$ cat config.mk
export PLATFORM = sky130hd
export DESIGN_NAME = vec_zip_unit
export DESIGN_NICKNAME = d
export VERILOG_FILES = /design/src/rtl/zip_pkg.sv /design/src/rtl/zip_ctrl.sv /design/src/rtl/zip_datapath.sv /design/src/rtl/vec_zip_unit.sv
export SDC_FILE = /design/constraint.sdc
export NUM_CORES = 1
export LEC_CHECK = 0
export ABC_AREA = 1
export BUFFER_PORTS_ARGS = -buffer_cell sky130_fd_sc_hd__buf_4
export CORE_AREA = 2 2 299 301
export CTS_BUF_LIST = sky130_fd_sc_hd__clkbuf_8
export CTS_CLUSTER_SIZE = 24
export DETAILED_ROUTE_END_ITERATION = 6
export DIE_AREA = 0 0 301 303
export PLACE_DENSITY = 0.4
export SYNTH_ARGS = -nofsm -noshare
export SYNTH_HDL_FRONTEND = slang
export SYNTH_HIERARCHICAL = 1
export SYNTH_SLANG_ARGS = --single-unit
$ cat constraint.sdc
create_clock -name clk -period 1.75 [get_ports clk]
set_clock_uncertainty 0.1 [all_clocks]
set_input_delay 0.35 -clock clk [delete_from_list [all_inputs] [get_ports clk]]
set_output_delay 0.35 -clock clk [all_outputs]
set_load 0.01 [all_outputs]
$ cat src/rtl/zip_pkg.sv
package zip_pkg;
  localparam int NUM_SIZES = 5;

  typedef struct packed {
    logic       load;
    logic       undef;
    logic       upper;
    logic [2:0] eidx;
  } zip_strobe_t;

  function automatic int elem_bits(input logic [2:0] idx);
    return 8 << idx;
  endfunction
endpackage

$ cat src/rtl/zip_ctrl.sv
module zip_ctrl #(
  parameter int VLEN = 256
) (
  input  logic                clk,
  input  logic                rstN,
  input  logic                inValid,
  input  logic [1:0]          sizeSel,
  input  logic                qMode,
  input  logic                upperHalf,
  output zip_pkg::zip_strobe_t strobe,
  output logic                outValid,
  output logic                outUndef
);
  logic [2:0] eidx;
  logic       tooWide;

  always_comb begin
    eidx    = qMode ? 3'd4 : {1'b0, sizeSel};
    tooWide = (2 * zip_pkg::elem_bits(eidx)) > VLEN;
    strobe.eidx  = eidx;
    strobe.upper = upperHalf;
    strobe.undef = inValid && tooWide;
    strobe.load  = inValid && !tooWide;
  end

  always_ff @(posedge clk) begin
    if (!rstN) begin
      outValid <= 1'b0;
      outUndef <= 1'b0;
    end else begin
      outValid <= strobe.load;
      outUndef <= strobe.undef;
    end
  end

  a_r5_idle_no_valid: assert property (@(posedge clk) disable iff (!rstN)
    !inValid |=> (!outValid && !outUndef));
  a_r6_undef_excludes_valid: assert property (@(posedge clk) disable iff (!rstN)
    outUndef |-> !outValid);
  a_r4_q_small_undef: assert property (@(posedge clk) disable iff (!rstN)
    (inValid && qMode && VLEN < 256) |=> outUndef);
endmodule

$ cat src/rtl/zip_datapath.sv
module zip_datapath #(
  parameter int VLEN = 256
) (
  input  logic                 clk,
  input  logic                 rstN,
  input  zip_pkg::zip_strobe_t strobe,
  input  logic [VLEN-1:0]      srcA,
  input  logic [VLEN-1:0]      srcB,
  output logic [VLEN-1:0]      result
);
  localparam int NS = zip_pkg::NUM_SIZES;

  logic [NS-1:0][VLEN-1:0] cand;
  logic [VLEN-1:0]         nextRes;

  for (genvar k = 0; k < NS; k++) begin : g_size
    localparam int ESZ   = 8 << k;
    localparam int PAIRS = VLEN / (2 * ESZ);
    if (2 * ESZ <= VLEN) begin : g_fit
      logic [VLEN-1:0] lane;
      always_comb begin
        lane = '0;
        for (int p = 0; p < PAIRS; p++) begin
          if (strobe.upper) begin
            lane[2*p*ESZ +: ESZ]     = srcA[(PAIRS+p)*ESZ +: ESZ];
            lane[(2*p+1)*ESZ +: ESZ] = srcB[(PAIRS+p)*ESZ +: ESZ];
          end else begin
            lane[2*p*ESZ +: ESZ]     = srcA[p*ESZ +: ESZ];
            lane[(2*p+1)*ESZ +: ESZ] = srcB[p*ESZ +: ESZ];
          end
        end
      end
      assign cand[k] = lane;
    end else begin : g_nofit
      assign cand[k] = '0;
    end
  end

  always_comb begin
    nextRes = '0;
    for (int k = 0; k < NS; k++)
      if (strobe.eidx == 3'(k)) nextRes = cand[k];
  end

  always_ff @(posedge clk) begin
    if (!rstN)            result <= '0;
    else if (strobe.load) result <= nextRes;
  end

  a_r8_hold_result: assert property (@(posedge clk) disable iff (!rstN)
    !strobe.load |=> $stable(result));
  a_r1_low_first_elem: assert property (@(posedge clk) disable iff (!rstN)
    (strobe.load && !strobe.upper) |=> result[7:0] == $past(srcA[7:0]));
  a_r2_high_first_elem: assert property (@(posedge clk) disable iff (!rstN)
    (strobe.load && strobe.upper) |=> result[7:0] == $past(srcA[VLEN/2 +: 8]));
endmodule

$ cat src/rtl/vec_zip_unit.sv
module vec_zip_unit #(
  parameter int VLEN = 256
) (
  input  logic            clk,
  input  logic            rstN,
  input  logic            inValid,
  input  logic [1:0]      sizeSel,
  input  logic            qMode,
  input  logic            upperHalf,
  input  logic [VLEN-1:0] srcA,
  input  logic [VLEN-1:0] srcB,
  output logic            outValid,
  output logic            outUndef,
  output logic [VLEN-1:0] result
);
  // legal vector lengths only
  if (VLEN < 128 || VLEN > 2048 || (VLEN & (VLEN - 1)) != 0) begin : g_bad_vlen
    $error("vec_zip_unit: VLEN must be a power of two in 128..2048");
  end

  zip_pkg::zip_strobe_t strobe;

  zip_ctrl #(.VLEN(VLEN)) u_ctrl (
    .clk(clk), .rstN(rstN), .inValid(inValid), .sizeSel(sizeSel),
    .qMode(qMode), .upperHalf(upperHalf), .strobe(strobe),
    .outValid(outValid), .outUndef(outUndef)
  );

  zip_datapath #(.VLEN(VLEN)) u_datapath (
    .clk(clk), .rstN(rstN), .strobe(strobe),
    .srcA(srcA), .srcB(srcB), .result(result)
  );
endmodule

==> results of run 1 <==
## worst min-delay path, delay by kind of cell
| kind | cells | cell delay, ps |
|---|---|---|
| AOI/OAI and AO/OA | 1 | 80 |
| buffers and inverters | 2 | 180 |
| and+or+nand+nor | 2 | 180 |
## what timing repair did
item | CTS | global route
endpoints found under the hold margin | 71 | 0
hold buffers | 91 | 0
buffers inserted | 0 | 0
gates resized for setup | 9 | 0
endpoints found under the setup margin | 8 | 0
## path summary, 6_finish.rpt
check	end	cells past startpoint
min	u_datapath/result[153]	5
max	result[179]	1
min reg2reg	u_datapath/result[2]	2
max reg2reg	u_datapath/result[33]	2
## area by class of cell
cell class	count	area (sq um)	area share (%)
multi-input cells	2187	9730	33.8
diodes	9	22.5	0.0783
clock buffers	69	950	3.30
well taps	1165	1460	5.07
inverters	165	636	2.21
repair buffers	1209	10600	37.0
clock inverters	28	146	0.509
flip-flops and latches	258	5170	18.0
## stage by stage
stage               total power (uW)  utilization (%)
floorplan                       9170                -
global placement               13700             30.4
detailed placement             13700             30.4
CTS                            20900             32.7
global route                   21600             32.7
finish                         20600             32.7
## power breakdown
group          switching, uW  internal [uW]  leakage [uW]
registers                282           6330       0.00214
clock network           3180           3660      0.000641
logic                   3910           3250        0.0116
total                   7380          13200        0.0144
## sequential cells by signal (all words and copies together), names as in the netlist
signal	flops
u_datapath/result	256
u_ctrl/outValid	1
u_ctrl/outUndef	1
## layer usage
| metal | global-route usage [%] | up-vias |
|---|---|---|
| li1 | - | 11261 |
| met4 | 9.93 | 10 |
| met3 | 6.75 | 190 |
| met2 | 41.2 | 991 |
| met5 | 0 | - |
| met1 | 32.4 | 10857 |
==> results.py, run 1 <==
metrics = {
    "outcome": {
        "status": "complete, no violations",
    },
    "placement": {
        "place_inst": 4893,
        "dp_hpwl_um": 97100,
        "gp_congestion": 0.892,
        "portBuffers": 776,
        "placed_cell_area_sq_mm": 0.0267,
        "place_ws_ps": -460,
    },
    "global_routing": {
        "antenna_found_initial": 16,
        "overflow": 0,
        "grt_pass1_wl_um": 167000,
        "grt_start_max_net_pins": 129,
        "grt_util_all_layers_pct": 25.6,
        "grt_pass1_vias": 22587,
    },
    "timing": {
        "slew_headroom_pct": 45.6,
        "finalSetupViolCount": 0,
        "hold_viol": 0,
        "rsz0062_at_grt": "false",
        "period_share_pct": 97.5,
        "holdWs_ps": 34.2,
        "drv_slew": 0,
        "worst_pin_slew_ps": 814,
        "max_freq_ghz": 0.586,
        "worst_slack_ps": 44.6,
        "period_needed_ps": 1710,
        "fin_setup_tns_ps": 0,
    },
    "detailed_routing": {
        "topRoutingLayerUsed": "met5",
        "wl_met3_um": 10400,
        "via_per_inst": 4.58,
        "drc": 0,
        "wl_per_cell_um": 24.0,
        "wl_met2_um": 56100,
        "vias": 23309,
        "drt_iter0_drc": 1940,
        "drt-pass1-iter-count": 5,
        "routed_wl_um": 122000,
        "wirelength_met1_um": 50900,
        "antenna_left": 0,
    },
    "finish": {
        "finish.instance_area_sq_mm": 0.0288,
        "final_cells": 5090,
        "drive_above_1_share_pct": 31.8,
        "nets": 4395,
        "nFillCells": 9880,
        "final_cell_mix": "nand2_1, buf_4, o21ai_0, a21oi_1, nor2_1",
        "final_common_cell": "nand2_1",
        "syn_to_final_growth_pct": 73.7,
    },
    "critical_path": {
        "cp_max_fo": 2,
        "crit_required_ps": 1300,
        "path_cells": "buf_4",
        "worstReg2RegStart": "u_datapath/result[33]",
        "critPathTopFamily": "flip-flops",
        "worstSetupPathType": "reg2out",
        "critPathBufInv": 1,
        "reg2reg_slack_ps": 900,
        "cp.arrival_ps": 1260,
        "start_kind": "register",
        "crit_path_end_kind": "output port",
        "cp_slowest_cell": "dfxtp_1",
        "cpPeakStageDelay_ps": 400,
        "cp-startpoint": "u_datapath/result[179]",
    },
    "floorplanning": {
        "row_count": 109,
        "initial_core_util_pct": 18.8,
        "io_pins": 777,
        "core_area_sq_mm": 0.0880,
        "die_x_um": 301,
        "die_y_um": 303,
        "dieArea_sq_mm": 0.0912,
    },
    "yosys": {
        "synth_area_per_cell_sq_um": 5.85,
        "synthesis.area_sq_mm": 0.0166,
        "synth_nets": 3348,
        "synth_cells": 2829,
        "synth_warnings": 6,
    },
    "clock_tree": {
        "h-tree-depth": 2,
        "cts_tree": "built",
        "clock_sinks": 258,
        "ctsLongestPathBuffers": 3,
        "path_clk_slew_ps": 60,
        "cts-root-buf": "clkbuf_8",
        "insertion_delay_ps": 670,
        "cts_made_buffers": 55,
    },
    "hold_path": {
        "hold_path_class": "in2reg",
        "worst_hold_startpoint": "srcA[89]",
    },
    "power_and_ir_drop": {
        "vdd_drop_max_mv": 0.412,
        "p_leak_uw": 0.0144,
        "power.density_mw_per_mm2": 717,
    },
    "flow_run": {
        "drv_cap": 0,
    },
}
No activity file was read; power rests on OpenSTA's default activity.
==> run 2, diff against run 1 <==
--- a/config.mk
+++ b/config.mk
@@ -7,12 +7,14 @@
 export LEC_CHECK = 0
 export ABC_AREA = 1
 export BUFFER_PORTS_ARGS = -buffer_cell sky130_fd_sc_hd__buf_4
-export CORE_AREA = 2 2 299 301
+export CELL_PAD_IN_SITES_DETAIL_PLACEMENT = 0
+export CELL_PAD_IN_SITES_GLOBAL_PLACEMENT = 1
+export CORE_AREA = 2 2 305 307
 export CTS_BUF_LIST = sky130_fd_sc_hd__clkbuf_8
 export CTS_CLUSTER_SIZE = 24
 export DETAILED_ROUTE_END_ITERATION = 6
-export DIE_AREA = 0 0 301 303
-export PLACE_DENSITY = 0.4
+export DIE_AREA = 0 0 307 309
+export PLACE_DENSITY = 0.54
 export SYNTH_ARGS = -nofsm -noshare
 export SYNTH_HDL_FRONTEND = slang
 export SYNTH_HIERARCHICAL = 1
==> run 2 against run 1 <==
  * Utilization is 0.53 points lower
  * Total power is 3.7% higher
  * Clock power grew 7.7%
  * Critical path depth did not move
  * Combinational power is 3.8% higher
  * Largest cell class unchanged
  * Non-clock buffer count is 56 higher
  * Setup slack lost 5.6 ps
  * Sequential cell count stayed put
==> results.py, run 2 (synthesized netlist as in run 1, its figures left out) <==
metrics = {
    "timing": {
        "drv_slew": 0,
        "worst_pin_slew_ps": 951,
        "max_freq_ghz": 0.584,
        "holdWs_ps": 31.2,
        "finalSetupViolCount": 0,
        "slew_headroom_pct": 36.5,
        "rsz0062_at_grt": "false",
        "period_share_pct": 97.8,
        "hold_viol": 0,
        "period_needed_ps": 1710,
    },
    "placement": {
        "portBuffers": 776,
        "gp_congestion": 0.906,
        "placed_cell_area_sq_mm": 0.0273,
        "dp_hpwl_um": 100000,
    },
    "clock_tree": {
        "clock_sinks": 258,
        "insertion_delay_ps": 680,
        "cts_tree": "built",
        "h-tree-depth": 2,
        "path_clk_slew_ps": 60,
        "cts-root-buf": "clkbuf_8",
        "cts_made_buffers": 55,
        "ctsLongestPathBuffers": 3,
        "post_cts_buffers": 0,
    },
    "detailed_routing": {
        "drc": 0,
        "wl_met3_um": 9920,
        "wirelength_met1_um": 53400,
        "wl_met2_um": 58000,
        "topRoutingLayerUsed": "met5",
        "drt_iter0_drc": 1697,
        "antenna_left": 0,
        "wl_per_cell_um": 24.4,
        "routed_wl_um": 126000,
        "vias": 23418,
        "drt-pass1-iter-count": 5,
        "via_per_inst": 4.53,
    },
    "finish": {
        "max_flop_register": "u_datapath/result",
        "nFillCells": 10330,
        "syn_to_final_growth_pct": 77.5,
        "finish.instance_area_sq_mm": 0.0294,
        "drive_above_1_share_pct": 32.7,
        "final_cell_mix": "nand2_1, buf_4, o21ai_0, a21oi_1, nor2_1",
        "top_regs": "u_datapath/result x256, u_ctrl/outUndef x1, u_ctrl/outValid x1",
        "nets": 4452,
        "largest_reg_flops": 256,
        "final_common_cell": "nand2_1",
    },
    "critical_path": {
        "worstSetupEndpoint": "result[1]",
        "start_kind": "register",
        "reg2reg_slack_ps": 890,
        "path_cells": "buf_4",
        "cp-startpoint": "u_datapath/result[1]",
        "crit_path_end_kind": "output port",
        "crit_required_ps": 1300,
        "critPathBufInv": 1,
        "critPathTopFamily": "flip-flops",
        "cp_max_fo": 2,
        "cp.depth": 1,
        "cpPeakStageDelay_ps": 420,
        "cp_slowest_cell": "dfxtp_1",
        "reg2reg_to": "u_datapath/result[34]",
        "worstSetupPathType": "reg2out",
        "r2r.worst_path.cells": 2,
        "worstReg2RegStart": "u_datapath/result[34]",
        "cp.arrival_ps": 1260,
    },
    "floorplanning": {
        "initial_core_util_pct": 18.1,
        "die_y_um": 309,
        "core_area_sq_mm": 0.0914,
        "row_count": 111,
        "io_pins": 777,
        "die_x_um": 307,
        "dieArea_sq_mm": 0.0949,
    },
    "global_routing": {
        "overflow": 0,
        "grt_start_max_net_pins": 76,
        "grt_util_all_layers_pct": 25.2,
        "grt_pass1_vias": 22713,
        "grt_pass1_wl_um": 170000,
        "antenna_found_initial": 15,
    },
    "power_and_ir_drop": {
        "power.density_mw_per_mm2": 728,
        "vdd_drop_max_mv": 0.503,
        "p_leak_uw": 0.0147,
    },
    "hold_path": {
        "hold_path_class": "in2reg",
        "whs_path_depth": 5,
    },
    "outcome": {
        "status": "complete, no violations",
    },
    "flow_run": {
        "drv_cap": 0,
    },
}
-- run 2: area by class of cell --
class                      count  area [sq um]  area share, %
timing repair buffer        1265         11200           38.1
multi-input combinational   2188          9750           33.1
sequential                   258          5170           17.6
tap                         1186          1480           5.05
clock buffer                  63           867           2.95
inverter                     165           636           2.16
clock inverter                36           300           1.02
antenna                        4          10.0         0.0340
-- run 2: worst min path at each step --
stage                           from                endpoint  slack (ps)
2_1_floorplan                inValid         u_ctrl/outValid         340
3_3_place_gp    u_datapath/result[4]    u_datapath/result[4]         350
3_5_place_dp   u_datapath/result[86]   u_datapath/result[86]         360
4_1_cts                    srcB[102]  u_datapath/result[230]           3
5_1_grt                    srcB[117]  u_datapath/result[237]          40
6_report                    srcB[57]  u_datapath/result[121]          30
-- run 2: report_power, final --
| group | switching [uW] | internal, uW | leakage (uW) |
|---|---|---|---|
| logic | 4040 | 3390 | 0.0119 |
| clock network | 3330 | 4030 | 0.000669 |
| registers | 268 | 6330 | 0.00214 |
| total | 7640 | 13800 | 0.0147 |
-- run 2: per-stage QoR --
| stage | total power [uW] | utilization [%] | setup slack [ps] | setup TNS [ps] | cells |
|---|---|---|---|---|---|
| 2_1_floorplan | 9170 | - | 112 | 0 | 2829 |
| 3_3_place_gp | 13900 | 29.8 | -673 | -110740 | 4968 |
| 3_5_place_dp | 13900 | 29.8 | -650 | -112700 | 4968 |
| 4_1_cts | 21600 | 32.1 | 0.441 | 0 | 5160 |
| 5_1_grt | 22300 | 32.2 | 0.730 | 0 | 5164 |
| 6_report | 21400 | 32.2 | 39.0 | 0 | 5165 |
-- run 2: per-layer routing --
| layer | global-route usage (%) | vias up |
|---|---|---|
| li1 | - | 11385 |
| met1 | 31.5 | 10945 |
| met2 | 41.2 | 867 |
| met3 | 6.76 | 205 |
| met4 | 9.68 | 16 |
| met5 | 0 | - |
-- run 2: repair_timing --
item | in CTS | in global routing
endpoints found under the setup margin | 4 | 5
cloned | 0 | 1
pin swaps | 0 | 1
resized for setup | 4 | 0
endpoints found under the hold margin | 66 | 0
hold buffers | 93 | 0
==> run 3, diff against run 2 <==
--- a/config.mk
+++ b/config.mk
@@ -9,12 +9,12 @@
 export BUFFER_PORTS_ARGS = -buffer_cell sky130_fd_sc_hd__buf_4
 export CELL_PAD_IN_SITES_DETAIL_PLACEMENT = 0
 export CELL_PAD_IN_SITES_GLOBAL_PLACEMENT = 1
-export CORE_AREA = 2 2 305 307
+export CORE_AREA = 4 4 298 300
 export CTS_BUF_LIST = sky130_fd_sc_hd__clkbuf_8
 export CTS_CLUSTER_SIZE = 24
 export DETAILED_ROUTE_END_ITERATION = 6
-export DIE_AREA = 0 0 307 309
-export PLACE_DENSITY = 0.54
+export DIE_AREA = 0 0 302 304
+export PLACE_DENSITY = 0.56
 export SYNTH_ARGS = -nofsm -noshare
 export SYNTH_HDL_FRONTEND = slang
 export SYNTH_HIERARCHICAL = 1
==> run 3 against run 2 <==
  * Non-clock buffer count is 61 lower
  * Clock power is 6.0% lower
  * Cell count is 1.9% lower
  * Count of clock-buffer cells in the layout stayed put
  * Via count is 0.91% lower
  * Utilization is 1.3 points higher
  * Total power is 2.9% lower
  * Wire length is 1.6% lower
  * Critical path type unchanged
  * Critical endpoint is now result[179]
  * Highest routed layer unchanged
==> results.py, run 3 (synthesized netlist as in run 1, its figures left out) <==
metrics = {
    "power_and_ir_drop": {
        "vdd_drop_max_mv": 0.436,
        "power.density_mw_per_mm2": 721,
        "p_leak_uw": 0.0144,
    },
    "finish": {
        "nFillCells": 9788,
        "multi_input_area_sq_mm": 0.00975,
        "final_cells": 5066,
        "final_cell_mix": "nand2_1, buf_4, o21ai_0, a21oi_1, nor2_1",
        "drive_above_1_share_pct": 31.9,
        "final_common_cell": "nand2_1",
        "ff_latch_area_sq_mm": 0.00517,
        "syn_to_final_growth_pct": 74.1,
        "nets": 4391,
        "largest_reg_flops": 256,
        "top_regs": "u_datapath/result x256, u_ctrl/outUndef x1, u_ctrl/outValid x1",
        "max_flop_register": "u_datapath/result",
    },
    "critical_path": {
        "crit_required_ps": 1300,
        "crit_path_end_kind": "output port",
        "critPathBufInv": 1,
        "cp_slowest_cell": "dfxtp_1",
        "cp_max_fo": 2,
        "path_cells": "buf_4",
        "critPathTopFamily": "flip-flops",
        "cp.arrival_ps": 1250,
        "cpPeakStageDelay_ps": 400,
        "worstSetupPathType": "reg2out",
        "start_kind": "register",
    },
    "timing": {
        "max_freq_ghz": 0.587,
        "slew_headroom_pct": 54.8,
        "rsz0062_at_grt": "false",
        "hold_viol": 0,
        "worst_slack_ps": 46.2,
        "worst_pin_slew_ps": 671,
        "period_needed_ps": 1700,
        "finalSetupViolCount": 0,
        "drv_slew": 0,
        "period_share_pct": 97.4,
        "holdWs_ps": 44.4,
    },
    "clock_tree": {
        "path_clk_slew_ps": 60,
        "cts_made_buffers": 55,
        "post_cts_buffers": 0,
        "h-tree-depth": 2,
        "cts-root-buf": "clkbuf_8",
        "clock_sinks": 258,
        "cts_tree": "built",
        "insertion_delay_ps": 650,
        "ctsLongestPathBuffers": 3,
    },
    "flow_run": {
        "drv_cap": 0,
    },
    "floorplanning": {
        "dieArea_sq_mm": 0.0918,
        "initial_core_util_pct": 19.2,
        "die_x_um": 302,
        "die_y_um": 304,
        "core_area_sq_mm": 0.0862,
        "row_count": 108,
        "io_pins": 777,
    },
    "global_routing": {
        "antenna_found_initial": 10,
        "grt_util_all_layers_pct": 25.5,
        "grt_start_max_net_pins": 111,
        "grt_pass1_wl_um": 169000,
        "grt_pass1_vias": 22400,
        "overflow": 0,
    },
    "placement": {
        "place_inst": 4887,
        "place_ws_ps": -704,
        "dp_hpwl_um": 99600,
        "portBuffers": 776,
        "gp_congestion": 0.897,
    },
    "detailed_routing": {
        "drt_iter0_drc": 2004,
        "vias": 23206,
        "via_per_inst": 4.58,
        "antenna_left": 0,
        "drc": 0,
        "routed_wl_um": 124000,
        "wl_per_cell_um": 24.5,
        "drt-pass1-iter-count": 5,
    },
    "outcome": {
        "status": "complete, no violations",
    },
    "hold_path": {
        "hold_path_class": "in2reg",
    },
}
==> run 3: cell types whose count changed in the layout (fill, tap and decap cells not counted), moves of 2 or more <==
cell / before / now
buf_4: 1054 / 1002
dlygate4sd3_1: 93 / 82
bufinv_16: 5 / 3
diode_2: 4 / 2
buf_12: 115 / 117
inv_6: 3 / 1
==> run 3: repair_timing <==
item / 4_1_cts / 5_1_grt
gates resized for setup: 5 / 2
endpoints found under the hold margin: 63 / 0
setup endpoints to repair: 5 / 33
gates cloned: 0 / 1
pin swaps: 0 / 0
hold buffers: 82 / 0
==> run 3: stage by stage <==
step	cell area [sq um]	setup TNS [ps]	utilization, %	power, uW
after global routing	28800	0	33.4	21700
after detailed placement	26900	-103380	31.2	13800
final	28800	0	33.4	20800
after global placement	26900	-110120	31.2	13800
after floorplan	16600	0	-	9170
after CTS	28800	0	33.4	21000
==> run 3: power breakdown <==
group	internal [uW]	leakage, uW	switching (uW)
clock network	3700	0.000622	3220
registers	6330	0.00214	267
logic	3290	0.0117	3960
==> run 3: cell type report <==
cell class,count,share of cell area (%)
clock inverters,31,0.768
multi-input cells,2188,33.8
flip-flops and latches,258,17.9
repair buffers,1204,37.2
well taps,1155,5.01
clock buffers,63,3.01
inverters,165,2.21
diodes,2,0.0174
==> run 3: per-layer routing <==
| metal | part of all wire, % | up-vias | GRT usage (%) |
|---|---|---|---|
| met2 | 47 | 892 | 43.2 |
| met5 | 0.044 | - | 0 |
| li1 | - | 11246 | - |
| met1 | 42 | 10912 | 32.6 |
| met4 | 2.8 | 8 | 6.61 |
| met3 | 8.1 | 148 | 6.00 |
==> run 3: final timing paths <==
| check | start | to | slack (ps) | depth (start not counted) |
|---|---|---|---|---|
| hold / removal | srcB[173] | u_datapath/result[173] | 40 | 5 |
| hold reg to reg | u_datapath/result[253] | u_datapath/result[253] | 370 | 2 |
| setup reg to reg | u_datapath/result[167] | u_datapath/result[167] | 930 | 2 |
| setup / recovery | u_datapath/result[179] | result[179] | 50 | 1 |
